[src/rtl/dbg_panel_pkg.sv]
package dbg_panel_pkg;
  localparam int ADDR_W   = 12;
  localparam int DATA_W   = 32;
  localparam int NCHAR    = 8;
  localparam int CHAR_W   = 8;
  localparam int NIB_W    = 4;

  localparam logic [ADDR_W-1:0] OFF_LAMP  = 12'h408;
  localparam logic [ADDR_W-1:0] OFF_HEXW  = 12'h410;
  localparam logic [ADDR_W-1:0] OFF_CHAR0 = 12'h418;
  localparam int CHAR_STRIDE_LG = 3;

  localparam logic [CHAR_W-1:0] BLANK = 8'h20;

  typedef enum logic [1:0] {
    SEL_NONE = 2'd0,
    SEL_LAMP = 2'd1,
    SEL_HEXW = 2'd2,
    SEL_CHAR = 2'd3
  } sel_e;

  typedef struct packed {
    sel_e       sel;
    logic [2:0] pos;
  } dec_t;

  function automatic logic [CHAR_W-1:0] nib_to_ascii(input logic [NIB_W-1:0] n);
    if (n < 4'd10) return CHAR_W'(8'h30 + {4'h0, n});
    else           return CHAR_W'(8'h37 + {4'h0, n});
  endfunction

  function automatic dec_t decode(input logic [ADDR_W-1:0] a);
    dec_t d;
    logic [ADDR_W-1:0] rel;
    d.sel = SEL_NONE;
    d.pos = '0;
    rel = a - OFF_CHAR0;
    if (a == OFF_LAMP) d.sel = SEL_LAMP;
    else if (a == OFF_HEXW) d.sel = SEL_HEXW;
    else if (a >= OFF_CHAR0 && rel[CHAR_STRIDE_LG-1:0] == '0 &&
             (rel >> CHAR_STRIDE_LG) < ADDR_W'(NCHAR)) begin
      d.sel = SEL_CHAR;
      d.pos = rel[CHAR_STRIDE_LG +: 3];
    end
    return d;
  endfunction
endpackage

[src/rtl/dbg_panel_decode.sv]
module dbg_panel_decode
  import dbg_panel_pkg::*;
(
  input  logic [ADDR_W-1:0] addr,
  output sel_e              sel,
  output logic [2:0]        pos
);
  dec_t d;
  always_comb begin
    d   = decode(addr);
    sel = d.sel;
    pos = d.pos;
  end
endmodule

[src/rtl/dbg_panel_lamp.sv]
module dbg_panel_lamp
  import dbg_panel_pkg::*;
(
  input  logic              clk,
  input  logic              rst_n,
  input  logic              hit,
  input  logic [DATA_W-1:0] data,
  output logic [7:0]        lamps,
  output logic              strobe
);
  always_ff @(posedge clk or negedge rst_n) begin
    if (!rst_n) begin
      lamps  <= '0;
      strobe <= 1'b0;
    end else begin
      strobe <= hit;
      if (hit) lamps <= data[7:0];
    end
  end

  p_strobe_follows_r6: assert property (@(posedge clk) disable iff (!rst_n)
    hit |=> strobe);
  p_lamp_hold_r2: assert property (@(posedge clk) disable iff (!rst_n)
    !hit |=> $stable(lamps));
endmodule

[src/rtl/dbg_panel_text.sv]
module dbg_panel_text
  import dbg_panel_pkg::*;
(
  input  logic                    clk,
  input  logic                    rst_n,
  input  logic                    hit_word,
  input  logic                    hit_char,
  input  logic [2:0]              pos,
  input  logic [DATA_W-1:0]       data,
  output logic [NCHAR*CHAR_W-1:0] chars,
  output logic                    strobe
);
  logic [NCHAR*CHAR_W-1:0] hex_line;

  genvar k;
  generate
    for (k = 0; k < NCHAR; k++) begin : g_slot
      assign hex_line[k*CHAR_W +: CHAR_W] =
        nib_to_ascii(data[(NCHAR-1-k)*NIB_W +: NIB_W]);

      always_ff @(posedge clk or negedge rst_n) begin
        if (!rst_n) chars[k*CHAR_W +: CHAR_W] <= BLANK;
        else if (hit_word) chars[k*CHAR_W +: CHAR_W] <= hex_line[k*CHAR_W +: CHAR_W];
        else if (hit_char && pos == 3'(k)) chars[k*CHAR_W +: CHAR_W] <= data[CHAR_W-1:0];
      end

      p_slot_hold_r4: assert property (@(posedge clk) disable iff (!rst_n)
        (!hit_word && !(hit_char && pos == 3'(k))) |=> $stable(chars[k*CHAR_W +: CHAR_W]));
    end
  endgenerate

  always_ff @(posedge clk or negedge rst_n) begin
    if (!rst_n) strobe <= 1'b0;
    else        strobe <= hit_word | hit_char;
  end

  p_text_strobe_r5: assert property (@(posedge clk) disable iff (!rst_n)
    (hit_word || hit_char) |=> strobe);
endmodule

[src/rtl/dbg_panel_regs.sv]
module dbg_panel_regs
  import dbg_panel_pkg::*;
(
  input  logic                    clk,
  input  logic                    rst_n,
  input  logic                    wr_en,
  input  logic [ADDR_W-1:0]       wr_addr,
  input  logic [DATA_W-1:0]       wr_data,
  input  logic [ADDR_W-1:0]       rd_addr,
  output logic [DATA_W-1:0]       rd_data,
  output logic [7:0]              lamps,
  output logic [NCHAR*CHAR_W-1:0] chars,
  output logic                    lamp_refresh,
  output logic                    text_refresh
);
  sel_e       wsel, rsel;
  logic [2:0] wpos, rpos;
  logic       hit_lamp, hit_word, hit_char;

  dbg_panel_decode u_wdec (.addr(wr_addr), .sel(wsel), .pos(wpos));
  dbg_panel_decode u_rdec (.addr(rd_addr), .sel(rsel), .pos(rpos));

  assign hit_lamp = wr_en && wsel == SEL_LAMP;
  assign hit_word = wr_en && wsel == SEL_HEXW;
  assign hit_char = wr_en && wsel == SEL_CHAR;

  dbg_panel_lamp u_lamp (
    .clk(clk), .rst_n(rst_n), .hit(hit_lamp), .data(wr_data),
    .lamps(lamps), .strobe(lamp_refresh));

  dbg_panel_text u_text (
    .clk(clk), .rst_n(rst_n), .hit_word(hit_word), .hit_char(hit_char),
    .pos(wpos), .data(wr_data), .chars(chars), .strobe(text_refresh));

  always_comb begin
    rd_data = '0;
    case (rsel)
      SEL_LAMP: rd_data = {24'h0, lamps};
      SEL_CHAR: rd_data = {24'h0, chars[rpos*CHAR_W +: CHAR_W]};
      default:  rd_data = '0;
    endcase
  end

  p_one_hot_hit_r5: assert property (@(posedge clk) disable iff (!rst_n)
    $onehot0({hit_lamp, hit_word, hit_char}));
  p_no_write_quiet_r7: assert property (@(posedge clk) disable iff (!rst_n)
    !(hit_lamp || hit_word || hit_char) |=> (!lamp_refresh && !text_refresh));
  p_pulse_single_r6: assert property (@(posedge clk) disable iff (!rst_n)
    (lamp_refresh && !$past(hit_lamp)) == 1'b0);
endmodule

[config.mk]
export PLATFORM = sky130hd
export DESIGN_NAME = dbg_panel_regs
export DESIGN_NICKNAME = d
export VERILOG_FILES = /design/src/rtl/dbg_panel_pkg.sv /design/src/rtl/dbg_panel_decode.sv /design/src/rtl/dbg_panel_lamp.sv /design/src/rtl/dbg_panel_text.sv /design/src/rtl/dbg_panel_regs.sv
export SDC_FILE = /design/constraint.sdc
export NUM_CORES = 1
export LEC_CHECK = 0
export ABC_AREA = 1
export BUFFER_PORTS_ARGS = -buffer_cell sky130_fd_sc_hd__buf_2
export CAP_MARGIN = 30
export CORE_UTILIZATION = 50
export CTS_CLUSTER_DIAMETER = 60
export DETAILED_ROUTE_END_ITERATION = 7
export PLACE_DENSITY = 0.85
export SETUP_SLACK_MARGIN = 0.3
export SLEW_MARGIN = 20
export SYNTH_ARGS = -nofsm -noshare
export SYNTH_HDL_FRONTEND = slang
export SYNTH_SLANG_ARGS = --single-unit
[constraint.sdc]
create_clock -name clk -period 1.74 [get_ports clk]
set_input_delay 0.087 -clock clk [delete_from_list [all_inputs] [get_ports clk]]
set_output_delay 0.087 -clock clk [all_outputs]
set_load 0.01 [all_outputs]
==> reports/metrics.cfg <==
[outcome]
status=complete, but fails checks
failed_checks=setup timing

[cells_and_area]
fill_cells=809
num_antenna_cells=0
register_area_sq_mm=0.00186
nNetsFinal=1074
layout-drive-gt1-share=0.342
multi_input_area_sq_mm=0.00315
final_common_cell=nand2_1
design_area_sq_mm=0.00742
final_cell_mix=221 x nand2_1, 127 x buf_2, 101 x inv_1
area_growth_syn_to_layout_pct=39.6

[logic_synthesis]
syn_avg_cell_area_sq_um=6.63
yosys_warnings=0
synthArstFlopShare=1.00
ys.flop_type=dfrtp_1
synth_cell_types=36
synthCells=802
synth_seq_cells=74
syn_area_sq_mm=0.00532
synth_edf_count=0
seq_area_frac_synth=0.350

[routing]
wl_met2_microns=8630
vias=6326
wl_per_cell_microns=16.3
dr.pass1.iters=6
postRouteAntennaNets=0
drt-total-wl_microns=18600
drt_first_iter_violations=544
met3_length_microns=1950
drcViolationCount=0
vias_per_cell=5.52
wl_met1_microns=7130
top_layer=met4

[clock_tree]
clkLatencyLatePin_ps=360
cts_buffer_depth=2
cts_buffers=9
htree_levels=3
cts.sinks=74
cts-root-buf=clkbuf_8
clkTransAtPathRegs_ps=70
cts_tree=yes

[critical_path]
crit_arrival_ps=1730
worstPathMaxFanout=7
max_stage_delay_ps=180
path_delay_family=simple AND/OR/NAND/NOR gates
r2r-start=u_text.chars[54]
cpMostUsedCell=nand2_1
crit_path_end_kind=output pin
path_class=input pin to output pin
crit_start=rd_addr[7]
reg2reg_slack_ps=910
required_ps=1650
reg2reg_to=u_text.chars[54]
worstRegToRegCells=4
cp.buffers_inverters=5
cp_num_cells=15
cp_slowest_cell=nand3_4
worst_setup_path_start_kind=input pin
crit_chain=buf_2, inv_1, nand2_1, nand2_1, nand2_2, nor2_4, nand3_4, inv_6, buf_12, nand2_4, o21ai_2, nand2_1, nand3_2, nand3_2, buf_6
crit_end=rd_data[7]

[floorplanning]
die_area_sq_mm=0.0110
die_x_microns=105
coreArea_sq_mm=0.0103
die_y_microns=105
core.rowCount=37
num_io_pins=165
initial_core_util=0.515

[global_route]
grt_pass1_vias=5537
grt.total_usage=0.319
antenna_found_initial=0
grt_max_degree=75
overflow=0
grt_first_pass_wirelength_microns=27200

[power_and_ir_drop]
power_mw=4.07
p_leak_nw=4.19
ir_worst_vdd_uv=424
power_density_mw_per_mm2=549

[placement]
place_area_sq_mm=0.00660
gp_congestion=0.956
place_hpwl_microns=12900
io_buffers=140

[timing]
fin_hold_ws_ps=47.1
finalClockSkew_ps=0
max_freq_mhz=550
fin_crit_sh=1.04
drv_slew=0
rsz0062_at_grt=true
fin_ws_ps=-77.6
layout_min_cycle_time_ps=1820
relSlewSlack=0.669
finalSetupViolations=6
hold_viol_final=0
tightest_slew_ps=492

[flow_run]
maxCapViolCount=0

[worst_hold_path]
hold_path.class=input pin to flip-flop

routing by layer:
| layer | track usage | up-vias |
|---|---|---|
| met4 | 0.138 | 0 |
| met3 | 0.0717 | 94 |
| met1 | 0.415 | 2899 |
| li1 | - | 2908 |
| met5 | 0 | - |
| met2 | 0.508 | 425 |
registers in the layout (all words and copies together), names as in the netlist:
register,cells
u_lamp.lamps,8
u_lamp.strobe,1
u_text.chars,64
u_text.strobe,1
cells by family (layout without fill, tap and decap cells):
kind of cell / after synthesis / count (layout) / share of synthesized area
and+or+nand+nor: 464 / 464 / 0.390
other: 1 / 24 / 0.000706
AOI/OAI and AO/OA: 80 / 80 / 0.0807
DFF: 74 / 74 / 0.350
adders and majority gates: 10 / 10 / 0.0235
xor gates and xnor gates: 9 / 9 / 0.0148
buffers and inverters: 164 / 349 / 0.140
power breakdown:
group / leakage, nW / switching, mW / internal, mW
Combinational: 3.12 / 0.397 / 0.240
Sequential: 0.957 / 0.0229 / 1.74
Clock: 0.121 / 0.673 / 0.997
cell type report:
cell class / count / share of cell area
Clock inverter: 4 / 0.0133
Sequential cell: 74 / 0.251
Tap cell: 136 / 0.0229
Timing Repair Buffer: 211 / 0.204
Inverter: 122 / 0.0651
Clock buffer: 12 / 0.0196
Multi-Input combinational cell: 587 / 0.424
per-stage QoR:
step | util | instances | TNS (ps) | worst slack [ps]
global route | 0.719 | 1146 | -1020 | -238
CTS | 0.677 | 1138 | 0 | 55.1
floorplan | - | 825 | 0 | 301
detailed placement | 0.639 | 1118 | -538 | -67.6
global placement | 0.639 | 1118 | -7.29 | -6.42
finish | 0.719 | 1146 | -211 | -77.6
worst min path at each step:
stage,from,endpoint,slack [ps],cells after the start
2_1_floorplan,rst_n,u_lamp.lamps[0],-210,0
3_3_place_gp,rst_n,u_text.chars[17],140,2
3_5_place_dp,rst_n,u_text.chars[17],150,2
5_1_grt,wr_data[19],u_text.chars[27],70,3
4_1_cts,wr_data[19],u_text.chars[27],40,3
6_report,wr_data[19],u_text.chars[27],50,3
cells in the mapped netlist (2+ instances only):
cell / number / area, sq um
nand2_1: 242 / 908
buf_6: 3 / 33.8
nand4_2: 4 / 50.1
xnor2_1: 2 / 17.5
o211ai_1: 2 / 15.0
nand2_2: 13 / 81.3
nand3_1: 111 / 556
buf_2: 8 / 40.0
nand3b_1: 2 / 15.0
nand3_2: 5 / 50.1
nor3_1: 2 / 10.0
nor2_1: 64 / 240
clkbuf_1: 5 / 18.8
a21oi_1: 3 / 15.0
o21ai_0: 58 / 290
o31ai_1: 6 / 45.0
nor2_2: 4 / 25.0
dfstp_2: 8 / 210
clkinv_1: 3 / 11.3
o21a_1: 2 / 15.0
dfrtp_1: 66 / 1650
xor2_1: 7 / 61.3
ha_1: 10 / 125
nand4_1: 12 / 75.1
o21ai_1: 7 / 35.0
inv_2: 8 / 30.0
inv_1: 111 / 417
buf_4: 26 / 195
worst min-delay path, cell delays in order:
cell	delay, ps
buf_2	100
nand3_1	90
nand3_1	90
timing repair:
action                                  CTS  global route
setup buffers                             2             5
hold endpoints to repair                 66             0
hold buffers                              1             0
cloned                                    1             3
resized for setup                        19            89
pin swaps                                 4            39
endpoints found under the setup margin    9            67
Note: power is estimated with default switching activity, not from simulation.
